===== config.mk =====
export PLATFORM = sky130hd
export DESIGN_NAME = secure_clk_gate_stage
export DESIGN_NICKNAME = d
export VERILOG_FILES = /design/src/rtl/secure_clk_gate_pkg.sv /design/src/rtl/secure_clk_stage_regs.sv /design/src/rtl/secure_clk_active_regs.sv /design/src/rtl/secure_clk_gate_sel.sv /design/src/rtl/secure_clk_gate_stage.sv
export SDC_FILE = /design/constraint.sdc
export NUM_CORES = 1
export LEC_CHECK = 0
export BUFFER_PORTS_ARGS = -buffer_cell sky130_fd_sc_hd__buf_4
export CORE_MARGIN = 8
export CORE_UTILIZATION = 40
export CTS_BUF_LIST = sky130_fd_sc_hd__clkbuf_8
export CTS_CLUSTER_DIAMETER = 50
export DETAILED_ROUTE_END_ITERATION = 16
export PLACE_DENSITY = 0.72
export SLEW_MARGIN = 0
export SYNTH_ARGS = -nofsm -noshare
export SYNTH_HDL_FRONTEND = slang
export SYNTH_SLANG_ARGS = --single-unit

===== constraint.sdc =====
create_clock -name clk_i -period 1 [get_ports clk_i]
set_input_delay 0.2 -clock clk_i [delete_from_list [all_inputs] [get_ports clk_i]]
set_output_delay 0.2 -clock clk_i [all_outputs]
set_load 0.01 [all_outputs]

===== src/rtl/secure_clk_gate_pkg.sv =====
package secure_clk_gate_pkg;

  localparam int DATA_W  = 32;
  localparam int NPERIPH = 4;
  localparam int NMODES  = 3;
  localparam int ADDR_W  = $clog2(NMODES + 1);
  localparam int PMODE_W = 2;

  // peripherals whose force bit holds the system-bus clock request
  localparam logic [NPERIPH-1:0] BUS_HOLD = 4'b1001;

  typedef enum logic [PMODE_W-1:0] {
    PM_RUN   = 2'd0,
    PM_SLEEP = 2'd1,
    PM_DEEP  = 2'd2,
    PM_DEEP2 = 2'd3
  } pmode_e;

  function automatic int en_pos(input int p);
    case (p)
      0: return 0;
      1: return 1;
      2: return 2;
      default: return 8;
    endcase
  endfunction

  function automatic int frc_pos(input int p);
    return en_pos(p) + 16;
  endfunction

  function automatic logic [DATA_W-1:0] en_mask();
    logic [DATA_W-1:0] m;
    m = '0;
    for (int p = 0; p < NPERIPH; p++) m[en_pos(p)] = 1'b1;
    return m;
  endfunction

  function automatic logic [DATA_W-1:0] frc_mask();
    logic [DATA_W-1:0] m;
    m = '0;
    for (int p = 0; p < NPERIPH; p++) m[frc_pos(p)] = 1'b1;
    return m;
  endfunction

  localparam logic [DATA_W-1:0] RUN_MASK = en_mask() | frc_mask();
  localparam logic [DATA_W-1:0] LOW_MASK = en_mask();

endpackage


===== src/rtl/secure_clk_stage_regs.sv =====
module secure_clk_stage_regs
  import secure_clk_gate_pkg::*;
#(
  parameter int DW = DATA_W,
  parameter int NP = NPERIPH,
  parameter int NM = NMODES,
  parameter int AW = ADDR_W
) (
  input  logic                   clk_i,
  input  logic                   rst_ni,
  input  logic                   wr_en_i,
  input  logic [AW-1:0]          wr_addr_i,
  input  logic [DW-1:0]          wr_data_i,
  input  logic [AW-1:0]          rd_addr_i,
  output logic [DW-1:0]          rd_data_o,
  output logic [NM-1:0][NP-1:0]  en_d_o,
  output logic [NP-1:0]          frc_d_o
);

  logic [NM-1:0][NP-1:0] en_q;
  logic [NP-1:0]         frc_q;
  logic [NP-1:0]         wr_en_bits, wr_frc_bits;
  logic [NM-1:0][DW-1:0] word;

  // reserved bits are simply never stored
  logic unused_rsvd;
  assign unused_rsvd = ^(wr_data_i & ~RUN_MASK);

  for (genvar p = 0; p < NP; p++) begin : g_extract
    assign wr_en_bits[p]  = wr_data_i[en_pos(p)];
    assign wr_frc_bits[p] = wr_data_i[frc_pos(p)];
  end

  for (genvar m = 0; m < NM; m++) begin : g_mode
    logic hit;
    assign hit = wr_en_i && (wr_addr_i == AW'(m));
    assign en_d_o[m] = hit ? wr_en_bits : en_q[m];

    always_ff @(posedge clk_i or negedge rst_ni) begin
      if (!rst_ni) en_q[m] <= '0;
      else         en_q[m] <= en_d_o[m];
    end

    always_comb begin
      word[m] = '0;
      for (int p = 0; p < NP; p++) begin
        word[m][en_pos(p)] = en_q[m][p];
        if (m == 0) word[m][frc_pos(p)] = frc_q[p];
      end
    end
  end

  assign frc_d_o = (wr_en_i && wr_addr_i == '0) ? wr_frc_bits : frc_q;

  always_ff @(posedge clk_i or negedge rst_ni) begin
    if (!rst_ni) frc_q <= '0;
    else         frc_q <= frc_d_o;
  end

  always_comb begin
    rd_data_o = '0;
    for (int m = 0; m < NM; m++)
      if (rd_addr_i == AW'(m)) rd_data_o = word[m];
  end

endmodule


===== src/rtl/secure_clk_active_regs.sv =====
module secure_clk_active_regs
  import secure_clk_gate_pkg::*;
#(
  parameter int NP = NPERIPH,
  parameter int NM = NMODES
) (
  input  logic                  clk_i,
  input  logic                  rst_ni,
  input  logic                  load_i,
  input  logic [NM-1:0][NP-1:0] en_d_i,
  input  logic [NP-1:0]         frc_d_i,
  output logic [NM-1:0][NP-1:0] act_en_o,
  output logic [NP-1:0]         act_frc_o
);

  // next-state staged values: a write in the load cycle is included
  always_ff @(posedge clk_i or negedge rst_ni) begin
    if (!rst_ni) begin
      act_en_o  <= '0;
      act_frc_o <= '0;
    end else if (load_i) begin
      act_en_o  <= en_d_i;
      act_frc_o <= frc_d_i;
    end
  end

endmodule


===== src/rtl/secure_clk_gate_sel.sv =====
module secure_clk_gate_sel
  import secure_clk_gate_pkg::*;
#(
  parameter int NP = NPERIPH,
  parameter int NM = NMODES,
  parameter int PW = PMODE_W,
  parameter logic [NP-1:0] HOLD = BUS_HOLD
) (
  input  logic                  clk_i,
  input  logic                  rst_ni,
  input  logic [PW-1:0]         pmode_i,
  input  logic [NM-1:0][NP-1:0] act_en_i,
  input  logic [NP-1:0]         act_frc_i,
  output logic [NP-1:0]         gate_en_o,
  output logic                  bus_clk_req_o
);

  logic [NP-1:0] sel, en_d;

  // encodings above the last mode fall to the deepest mode
  always_comb begin
    sel = act_en_i[NM-1];
    for (int m = 0; m < NM - 1; m++)
      if (pmode_i == PW'(m)) sel = act_en_i[m];
  end

  for (genvar p = 0; p < NP; p++) begin : g_periph
    assign en_d[p] = sel[p] | act_frc_i[p];
  end

  always_ff @(posedge clk_i or negedge rst_ni) begin
    if (!rst_ni) begin
      gate_en_o     <= '0;
      bus_clk_req_o <= 1'b0;
    end else begin
      gate_en_o     <= en_d;
      bus_clk_req_o <= |(act_frc_i & HOLD);
    end
  end

endmodule


===== src/rtl/secure_clk_gate_stage.sv =====
module secure_clk_gate_stage
  import secure_clk_gate_pkg::*;
(
  input  logic               clk_i,
  input  logic               rst_ni,
  input  logic               wr_en_i,
  input  logic [ADDR_W-1:0]  wr_addr_i,
  input  logic [DATA_W-1:0]  wr_data_i,
  input  logic               load_i,
  input  logic [ADDR_W-1:0]  rd_addr_i,
  output logic [DATA_W-1:0]  rd_data_o,
  input  logic [PMODE_W-1:0] pmode_i,
  output logic [NPERIPH-1:0] gate_en_o,
  output logic               bus_clk_req_o
);

  logic [NMODES-1:0][NPERIPH-1:0] en_d, act_en;
  logic [NPERIPH-1:0]             frc_d, act_frc;

  secure_clk_stage_regs u_stage (
    .clk_i     (clk_i),
    .rst_ni    (rst_ni),
    .wr_en_i   (wr_en_i),
    .wr_addr_i (wr_addr_i),
    .wr_data_i (wr_data_i),
    .rd_addr_i (rd_addr_i),
    .rd_data_o (rd_data_o),
    .en_d_o    (en_d),
    .frc_d_o   (frc_d)
  );

  secure_clk_active_regs u_active (
    .clk_i     (clk_i),
    .rst_ni    (rst_ni),
    .load_i    (load_i),
    .en_d_i    (en_d),
    .frc_d_i   (frc_d),
    .act_en_o  (act_en),
    .act_frc_o (act_frc)
  );

  secure_clk_gate_sel u_sel (
    .clk_i         (clk_i),
    .rst_ni        (rst_ni),
    .pmode_i       (pmode_i),
    .act_en_i      (act_en),
    .act_frc_i     (act_frc),
    .gate_en_o     (gate_en_o),
    .bus_clk_req_o (bus_clk_req_o)
  );

endmodule


=== Word level (Yosys, flattened, before mapping) ===
Index checks and enable logic that the tools add are counted.

* Output and inout port bits: 37
* Bits in registers: 37
* Bits of input ports: 42
* Word-level logic and storage cells: 35

* Bitwise gates (word level): 4
* Mux-type cells: 9
* Reductions and logical operators: 7
* Eq/ne operators: 5

{| class="wikitable"
|+ Operator list
! cell !! count
|-
| 32-bit two-way mux || 2
|-
| 25-bit two-way mux || 1
|-
| 4-bit two-way mux || 6
|-
| 2-bit by 1-bit equality test with 1-bit output, second input constant || 3
|-
| 2-bit zero test || 3
|-
| 2-bit equality test, second input constant || 2
|-
| 1-bit OR || 4
|-
| 1-bit logical AND || 3
|-
| 2-bit OR reduction || 1
|}

=== Longest topological paths before layout ===
Gate-level depths: netlist (run 1).

* Depth in word-level cells: 4
* Mapped depth: 4
* Mapped depth without buffers: 3

=== Modules after synthesis ===
From an unflattened synthesis (run 1), not the netlist that was laid out.

* Cells, all modules: 132
* Area total of the unflattened synthesis: 1824.2 um2

{| class="wikitable"
|+ By module, submodules not included
! module !! instances !! area each (um2) !! sequential area each (um2) !! cells an instance
|-
| secure_clk_stage_regs || 1 || 912.1 || 400.4 || 75
|-
| secure_clk_active_regs || 1 || 649.4 || 400.4 || 34
|-
| secure_clk_gate_sel || 1 || 262.8 || 125.1 || 23
|}

=== Worst setup path before layout (run 1) ===
Ideal clock, no wire load.

* Path kind: input port to flip-flop
* Start point: in load_i
* End point: reg u_active.act_en_o[10] (netlist name)
* Stages on the path: 3
* Data required time: 0.875 ns
* Path buffers: 2
* Arrival time: 1.036 ns
* Setup time: 0.125 ns
* Setup slack: -0.161 ns
* Path through: clkbuf_1 > buf_2 > mux2_4

{| class="wikitable"
|+ RTL lines
! item !! line !! text
|-
| from (decl) || secure_clk_gate_stage.sv:9 || <nowiki>input logic load_i,</nowiki>
|-
| to (signal assigned) || secure_clk_active_regs.sv:22 || <nowiki>act_en_o <= en_d_i;</nowiki>
|-
| to (decl) || secure_clk_active_regs.sv:12 || <nowiki>output logic [NM-1:0][NP-1:0] act_en_o,</nowiki>
|}

No word-level cell between the ends.

=== Worst setup path after layout (run 1) ===
* Start point: reg u_stage.en_q[2] (netlist name)
* End point: out rd_data_o[2]

* Longest elaborated chain between the ends: 3

{| class="wikitable"
|+ Ends and longest elaborated chain
! item !! line !! text
|-
| from (decl) || secure_clk_stage_regs.sv:20 || <nowiki>logic [NM-1:0][NP-1:0] en_q;</nowiki>
|-
| from (signal, indexed assignment) || secure_clk_stage_regs.sv:41 || <nowiki>else en_q[m] <= en_d_o[m];</nowiki>
|-
| 25-bit two-way mux || secure_clk_stage_regs.sv:63 || <nowiki>if (rd_addr_i == AW'(m)) rd_data_o = word[m];</nowiki>
|-
| 32-bit two-way mux (2 in series) || secure_clk_stage_regs.sv:63 ||
|-
| to (decl) || secure_clk_gate_stage.sv:11 || <nowiki>output logic [DATA_W-1:0] rd_data_o,</nowiki>
|}

No other way between the ends.

==> impl_metrics.tcl, run 1 <==
set metrics [dict create \
    rsz0062_at_grt "true" \
    critical_path_required_ps 800 \
    port_buffers 30 \
    violations "negative setup slack" \
    post-place-ws_ps -263.1 \
    clk_pin_slew_ps 70 \
    grt_pass1_wl_mm 6.382 \
    dr.pass1.iters 4 \
    grt_usage_pct 11.17 \
    start_util_pct 41.98 \
    crit_family "flip-flops" \
    cp_num_buf_inv 1 \
    drv_slew 0 \
    r2r-start "u_stage.en_q[10]$_DFF_PN0_" \
    worst_slack_ps -270.5 \
    ios 79 \
    finalSetupViolCount 17 \
    clock_sinks 37 \
    grt_overflow 0 \
    fin_setup_tns_ps -2047 \
    ys_ff_latch 37 \
    worstSetupEndpointType "output pin" \
    synth_cell_types 19 \
    hold_viol 0 \
    syn_inst 159 \
    arrival_ps 1070 \
    clk_path_buf_depth 2 \
    period_needed_ps 1270 \
    htreeDepth 2 \
    reg2reg_depth 3 \
    coreArea_sq_um 4384 \
    cts_buffers 5 \
    drc 0 \
    drive_above_1_share_pct 41.31 \
    drt_iter0_drc 51 \
    clkLatencyLatePin_ps 280 \
    status "complete, but fails checks" \
    antenna_found_initial 0 \
    antenna_cells 0 \
    dr_total_vias 1213 \
    viasPerCell 4.577 \
    crit_chain "mux2i_1, o21ai_1, buf_4" \
    whs_endpoint "u_stage.frc_q[1]$_DFF_PN0_" \
    grt_pass1_vias 1324 \
    gp_congestion 0.7668 \
    hp-start "wr_data_i[17]" \
    power.leakage_nw 1.232 \
    fp-row-count 24 \
    crit_path_max_incr_delay_ps 400 \
    wl_per_cell_um 14.73 \
    cap_violations 0 \
    path_class "reg -> out" \
    die_h_um 83.83 \
    nFillCells 387 \
    start_kind "flip-flop" \
    power_density_nw_per_um2 1694 \
    cts_root_buffer "clkbuf_8" \
    fp.dieArea_sq_um 7027 \
    synth-seq-area-share_pct 50.31 \
    dp_hpwl_mm 2.968 \
    r2r-end "u_active.act_en_o[10]$_DFFE_PN0P_" \
    fmax_mhz 787.1 \
    slowest_stage "dfrtp_1" \
    antenna_left 0 \
    peakVddDrop_uv 797.2 \
    die_w_um 83.83 \
    wl_mm 3.903 \
    rrSetupSlack_ps -130 \
    syn_area_sq_um 1841 \
    cp_max_fo 2 \
    skew_ps 4.409 \
    fin_nets 256 \
    regArea_sq_um 925.9 \
    yosys_warnings 0 \
    min_path_type "in -> reg" \
    crit_cells 3 \
    synth.avg_cell_area_sq_um 11.58 \
    multiInputGateArea_sq_um 815.8 \
    finish.utilization_pct 53.60 \
    min_period_over_period_pct 127.0 \
    area_growth_pct 27.67 \
    grt_max_degree 38 \
    hold_depth 3 \
    cts_tree "built" \
]
tightest hold or removal path, stage by stage:
cell and delay, ps:
buf_4 70, nand2_1 50, nand2_1 60
metrics by stage:
step                      instances  total power, W  instance area (sq um)  hold slack [ps]
final                           265        0.003981                   2350            135.7
after floorplan                 182        0.002542                   1931           -95.59
after CTS                       257        0.003881                   2260            131.8
after global routing            265        0.004196                   2350            155.8
after detailed placement        247        0.002888                   2121            186.1
after global placement          247        0.002854                   2121            182.3
sequential cells by signal, summed over array words and instances (netlist names):
register             cells
u_sel.bus_clk_req_o      1
u_stage.en_q            12
u_stage.frc_q            4
u_active.act_frc_o       4
u_sel.gate_en_o          4
u_active.act_en_o       12
Yosys cell counts:
master,instances,area [sq um]
nor2b_1,1,6.260
mux2i_1,8,80.08
clkbuf_1,3,11.26
a31oi_1,8,50.05
conb_1,1,3.750
nor2_1,9,33.78
nand2_1,28,105.1
nand2b_1,4,25.02
o21ai_0,4,20.02
mux2_2,4,45.04
buf_4,24,180.2
buf_2,3,15.01
dfrtp_1,37,925.9
or3b_1,1,8.760
and2_1,4,25.02
mux2_4,16,240.2
or2_2,1,6.260
nor3b_4,1,18.77
nand3b_4,2,40.04
logic make-up (layout without fill, tap and decap cells):
| group | Yosys count | after routing | share of synthesized area (%) |
|---|---|---|---|
| and+or+nand+nor | 51 | 51 | 14.62 |
| other | 1 | 24 | 0.2037 |
| DFF | 37 | 37 | 50.31 |
| buffers and inverters | 30 | 61 | 11.22 |
| AOI/OAI and AO/OA | 12 | 12 | 3.807 |
| muxes | 28 | 28 | 19.85 |
layer usage:
layer | routed length [um] | share of wire [%] | track usage, %
met3 | 162 | 4.2 | 3.711
met4 | 38 | 0.97 | 3.768
met1 | 1707 | 44 | 13.01
met2 | 1994 | 51 | 18.67
met5 | 0 | 0 | 0
final cells by class:
cell class / instances / share of cell area [%]
clock inverter: 1 / 0.2130
timing repair buffer: 55 / 19.97
tap: 52 / 2.769
clock buffer: 5 / 2.929
sequential: 37 / 39.40
multi-input combinational: 115 / 34.72
report_power, final:
part / internal [W] / total, W / switching, W
registers: 0.00177 / 0.00193 / 0.000158
clock network: 0.000458 / 0.000929 / 0.000471
logic: 0.000684 / 0.00112 / 0.000436
worst max path at each step:
stage	start	to	slack, ps
CTS	u_stage.en_q[10]$_DFF_PN0_	rd_data_o[2]	-260
global placement	wr_addr_i[0]	u_active.act_en_o[9]$_DFFE_PN0P_	-240
floorplan	wr_addr_i[0]	u_active.act_en_o[10]$_DFFE_PN0P_	-50
global route	u_stage.en_q[3]$_DFF_PN0_	rd_data_o[8]	-310
finish	u_stage.en_q[2]$_DFF_PN0_	rd_data_o[2]	-270
detailed placement	wr_addr_i[1]	u_active.act_en_o[4]$_DFFE_PN0P_	-260
placed cells by master, fill, tap and decap left out, types with 2 or more instances in the layout:
master    instances
a31oi_1           8
and2_4            4
buf_4            42
buf_6            11
clkbuf_8          5
conb_1           24
dfrtp_1          37
mux2_4           19
mux2i_1           8
nand2_1          28
nand2b_1          4
nand3b_4          2
nor2_1            9
o21ai_1           4
what timing repair did:
action                                  CTS  global route
gates resized for setup                  10             8
setup buffers                             3             8
hold buffers                              1             0
endpoints found under the hold margin    37             0
endpoints found under the setup margin   18            25
No activity file was read; power rests on OpenSTA's default activity.
==> inputs of run 2 (changes only) <==
--- a/config.mk
+++ b/config.mk
@@ -6,6 +6,7 @@
 export NUM_CORES = 1
 export LEC_CHECK = 0
 export BUFFER_PORTS_ARGS = -buffer_cell sky130_fd_sc_hd__buf_4
+export CORE_ASPECT_RATIO = 0.8
 export CORE_MARGIN = 8
 export CORE_UTILIZATION = 40
 export CTS_BUF_LIST = sky130_fd_sc_hd__clkbuf_8
@@ -16,3 +17,4 @@
 export SYNTH_ARGS = -nofsm -noshare
 export SYNTH_HDL_FRONTEND = slang
 export SYNTH_SLANG_ARGS = --single-unit
+export TNS_END_PERCENT = 1
==> impl_metrics.tcl, run 2 (synthesized netlist as in run 1, its figures left out) <==
set metrics [dict create \
    power.leakage_nw 1.188 \
    grt_usage_pct 11.87 \
    whs_ps 110.8 \
    ios 79 \
    skew_ps 4.932 \
    start_kind "flip-flop" \
    die_w_um 91.84 \
    die_h_um 76.67 \
    cp_max_fo 2 \
    power.switching_w 0.001105 \
    stdcell_area_sq_um 2307 \
    period_needed_ps 1284 \
    fin_setup_tns_ps -1841 \
    status "complete, but fails checks" \
    power_density_nw_per_um2 1917 \
    port_buffers 30 \
    arrival_ps 1080 \
    cts_root_buffer "clkbuf_8" \
    min_period_over_period_pct 128.4 \
    antenna_left 0 \
    hp-start "wr_data_i[17]" \
    dr_total_vias 1183 \
    hold_depth 3 \
    p_int_w 0.003318 \
    cts_buffers 5 \
    pwr-share-clk_pct 34.7 \
    whs_endpoint "u_stage.frc_q[1]$_DFF_PN0_" \
    power_w 0.004423 \
    rsz0062_at_grt "true" \
    grt_pass1_vias 1313 \
    fp-row-count 22 \
    violations "negative setup slack" \
    fin_nets 243 \
    dpl_cell_area_sq_um 2108 \
    viasPerCell 4.515 \
    r2r-start "u_stage.en_q[7]$_DFF_PN0_" \
    dr.pass1.iters 4 \
    share_comb_of_total_power_pct 21.6 \
    min_path_type "in -> reg" \
    slowest_stage "dfrtp_1" \
    clock_sinks 37 \
    dp_hpwl_mm 2.948 \
    path_class "reg -> out" \
    htreeDepth 2 \
    worstSetupEndpointType "output pin" \
    clk_pin_slew_ps 80 \
    grt_max_degree 38 \
    startpoint "u_stage.en_q[6]$_DFF_PN0_" \
    fp.dieArea_sq_um 7041 \
    worst_slack_ps -284.3 \
    wl_per_cell_um 14.76 \
    clkLatencyLatePin_ps 300 \
    crit_family "flip-flops" \
    rrSetupSlack_ps -130 \
    sw_frac_of_total_pct 24.99 \
    crit_chain "mux2i_1, o21ai_1, buf_4" \
    drv_slew 0 \
    drt_iter0_drc 36 \
    grt_overflow 0 \
    cts_tree "built" \
    gp_congestion 0.7498 \
    finalSetupViolCount 16 \
    r2r-end "u_active.act_en_o[7]$_DFFE_PN0P_" \
    drive_above_1_share_pct 38.12 \
    reg2reg_depth 3 \
    fmax_mhz 778.6 \
    antenna_cells 0 \
    drc 0 \
    layout_common_cells "dfrtp_1 (37), buf_4 (32), nand2_1 (28), conb_1 (24), mux2_4 (18)" \
    peakVddDrop_uv 758.6 \
    critical_path_required_ps 800 \
    antenna_found_initial 0 \
    seqPwrFrac_pct 43.6 \
    crit_path_max_incr_delay_ps 390 \
    finish.utilization_pct 51.11 \
    start_util_pct 40.77 \
    coreArea_sq_um 4514 \
    cap_violations 0 \
    nFillCells 429 \
    grt_pass1_wl_mm 6.603 \
    area_growth_pct 25.36 \
    hold_viol 0 \
    cp_num_buf_inv 1 \
    clk_path_buf_depth 2 \
    mostFrequentLayoutCell "dfrtp_1" \
    wl_mm 3.866 \
    largestRegisters "u_active.act_en_o: 12 flops, u_stage.en_q: 12 flops" \
]
## run 2: area by class of cell
cell class	count	area (sq um)	area share, %
clock inverters	3	65.06	2.820
flip-flops and latches	37	925.9	40.13
multi-input cells	115	812.0	35.20
repair buffers	42	360.3	15.62
clock buffers	5	68.82	2.983
well taps	60	75.07	3.254
## run 2: metrics by stage
step | cells | setup WS [ps]
after global routing | 262 | -328.8
after floorplan | 182 | -50.17
after CTS | 261 | -277.6
after global placement | 252 | -247.9
after detailed placement | 252 | -265.4
final | 262 | -284.3
## run 2: worst max-delay path by stage
stage | end | cells after the start
2_1_floorplan | u_active.act_en_o[10]$_DFFE_PN0P_ | 3
3_3_place_gp | u_active.act_en_o[8]$_DFFE_PN0P_ | 4
3_5_place_dp | u_active.act_en_o[8]$_DFFE_PN0P_ | 4
4_1_cts | rd_data_o[2] | 3
5_1_grt | rd_data_o[8] | 3
6_report | rd_data_o[2] | 3
## run 2: timing repair
item                                    4_1_cts  5_1_grt
gates resized for setup                      14        4
endpoints found under the setup margin       21       24
setup buffers                                 0        1
endpoints found under the hold margin        37        0
hold buffers                                  1        0
pin swaps                                     0        0
## run 2: per-layer routing
metal / track usage (%) / up-vias / part of all wire [%]
met3: 4.961 / 4 / 6.3
met2: 17.12 / 38 / 45
met4: 3.852 / 0 / 0.93
li1: - / 564 / -
met5: 0 / - / 0
met1: 15.59 / 577 / 47
## run 2: power by group through the flow
stage	combinational [W]	clock, W	sequential, W
2_1_floorplan	0.000620	0	0.00192
3_3_place_gp	0.000873	0	0.00194
3_5_place_dp	0.000900	0	0.00195
4_1_cts	0.000944	0.00156	0.00193
5_1_grt	0.00105	0.00163	0.00197
6_report	0.000957	0.00154	0.00193
## run 2: worst reg2reg max path, delay by kind of cell (launching register included)
| family | cells | cell delay (ps) |
|---|---|---|
| DFF | 1 | 380 |
| buffers and inverters | 1 | 130 |
| muxes | 2 | 500 |
==> inputs of run 3 (changes only) <==
--- a/config.mk
+++ b/config.mk
@@ -17,4 +17,4 @@
 export SYNTH_ARGS = -nofsm -noshare
 export SYNTH_HDL_FRONTEND = slang
 export SYNTH_SLANG_ARGS = --single-unit
-export TNS_END_PERCENT = 1
+export TNS_END_PERCENT = 10
==> impl_metrics.tcl, run 3 (synthesized netlist as in run 1, its figures left out) <==
set metrics [dict create \
    ios 79 \
    hold_viol 0 \
    path_class "reg -> out" \
    start_util_pct 40.77 \
    start_kind "flip-flop" \
    drc 0 \
    coreArea_sq_um 4514 \
    period_needed_ps 1284 \
    arrival_ps 1080 \
    port_buffers 30 \
    antenna_found_initial 0 \
    rrSetupSlack_ps -130 \
    dp_hpwl_mm 2.948 \
    cts_root_buffer "clkbuf_8" \
    grt_pass1_wl_mm 6.603 \
    cts_buffers 5 \
    power_density_nw_per_um2 1917 \
    cp_max_fo 2 \
    share_comb_of_total_power_pct 21.6 \
    largestRegisters "u_active.act_en_o: 12 flops, u_stage.en_q: 12 flops" \
    skew_ps 4.932 \
    r2r-end "u_active.act_en_o[7]$_DFFE_PN0P_" \
    fin_nets 243 \
    whs_ps 110.8 \
    fmax_mhz 778.6 \
    reg2reg_depth 3 \
    power.leakage_nw 1.188 \
    pwr-share-clk_pct 34.7 \
    dpl.cell_count 252 \
    rsz0062_at_grt "true" \
    die_w_um 91.84 \
    p_int_w 0.003318 \
    drt_iter0_drc 36 \
    cap_violations 0 \
    power.switching_w 0.001105 \
    dr_total_vias 1183 \
    fp-row-count 22 \
    drv_slew 0 \
    r2r-start "u_stage.en_q[7]$_DFF_PN0_" \
    clk_pin_slew_ps 80 \
    antenna_cells 0 \
    clock_sinks 37 \
    layout_common_cells "dfrtp_1 (37), buf_4 (32), nand2_1 (28), conb_1 (24), mux2_4 (18)" \
    gp_congestion 0.7498 \
    clk_path_buf_depth 2 \
    worst_slack_ps -284.3 \
    area_growth_pct 25.36 \
    post-place-ws_ps -265.4 \
    wl_per_cell_um 14.76 \
    startpoint "u_stage.en_q[6]$_DFF_PN0_" \
    grt_overflow 0 \
    status "complete, but fails checks" \
    drive_above_1_share_pct 38.12 \
    seqPwrFrac_pct 43.6 \
    min_period_over_period_pct 128.4 \
    grt_pass1_vias 1313 \
    finish.utilization_pct 51.11 \
    setup.worst_path.end "rd_data_o[2]" \
    worstSetupEndpointType "output pin" \
    cts_tree "built" \
    final_cells 262 \
    antenna_left 0 \
    viasPerCell 4.515 \
    grt_max_degree 38 \
    peakVddDrop_uv 758.6 \
    clkLatencyLatePin_ps 300 \
    die_h_um 76.67 \
    fp.dieArea_sq_um 7041 \
    critical_path_required_ps 800 \
    sw_frac_of_total_pct 24.99 \
    wl_mm 3.866 \
    htreeDepth 2 \
    dr.pass1.iters 4 \
    finalSetupViolCount 16 \
    power_w 0.004423 \
    mostFrequentLayoutCell "dfrtp_1" \
    violations "negative setup slack" \
    grt_usage_pct 11.87 \
    min_path_type "in -> reg" \
]
[run 3: power by group through the flow]
stage,Sequential (W),Combinational (W),Clock [W]
floorplan,0.00192,0.000620,0
global placement,0.00194,0.000873,0
detailed placement,0.00195,0.000900,0
CTS,0.00193,0.000944,0.00156
global route,0.00197,0.00105,0.00163
finish,0.00193,0.000957,0.00154
[run 3: what timing repair did]
item,4_1_cts,5_1_grt
buffers inserted,0,1
hold endpoints to repair,37,0
resized for setup,14,4
endpoints found under the setup margin,21,24
hold buffers,1,0
[run 3: metal layers]
metal / track usage [%] / part of all wire, %
met1: 15.59 / 47
met2: 17.12 / 45
met3: 4.961 / 6.3
met4: 3.852 / 0.93
met5: 0 / 0
[run 3: worst min-delay path by stage]
stage	slack, ps	startpoint	to	cells past startpoint
3_3_place_gp	180	rst_ni	u_active.act_en_o[8]$_DFFE_PN0P_	1
4_1_cts	100	wr_data_i[17]	u_stage.frc_q[1]$_DFF_PN0_	3
2_1_floorplan	-100	rst_ni	u_active.act_en_o[0]$_DFFE_PN0P_	0
5_1_grt	120	wr_data_i[24]	u_stage.frc_q[3]$_DFF_PN0_	3
3_5_place_dp	190	rst_ni	u_active.act_en_o[0]$_DFFE_PN0P_	1
6_report	110	wr_data_i[17]	u_stage.frc_q[1]$_DFF_PN0_	3
[run 3: layout make-up]
type,instances,area (sq um)
Multi-Input combinational cell,115,812.0
Clock buffer,5,68.82
Clock inverter,3,65.06
Fill cell,429,2207
Sequential cell,37,925.9
Timing Repair Buffer,42,360.3
Tap cell,60,75.07
[run 3: metrics by stage]
step,cell area [sq um],TNS [ps]
6_report,2307,-1841
5_1_grt,2307,-2651
4_1_cts,2286,-1852
3_5_place_dp,2108,-5373
3_3_place_gp,2108,-4910
2_1_floorplan,1931,-544.4
[run 3: worst max-delay path, cell delays in order (launching register included)]
cell,delay (ps)
dfrtp_1,390
mux2i_1,140
o21ai_1,100
buf_4,160
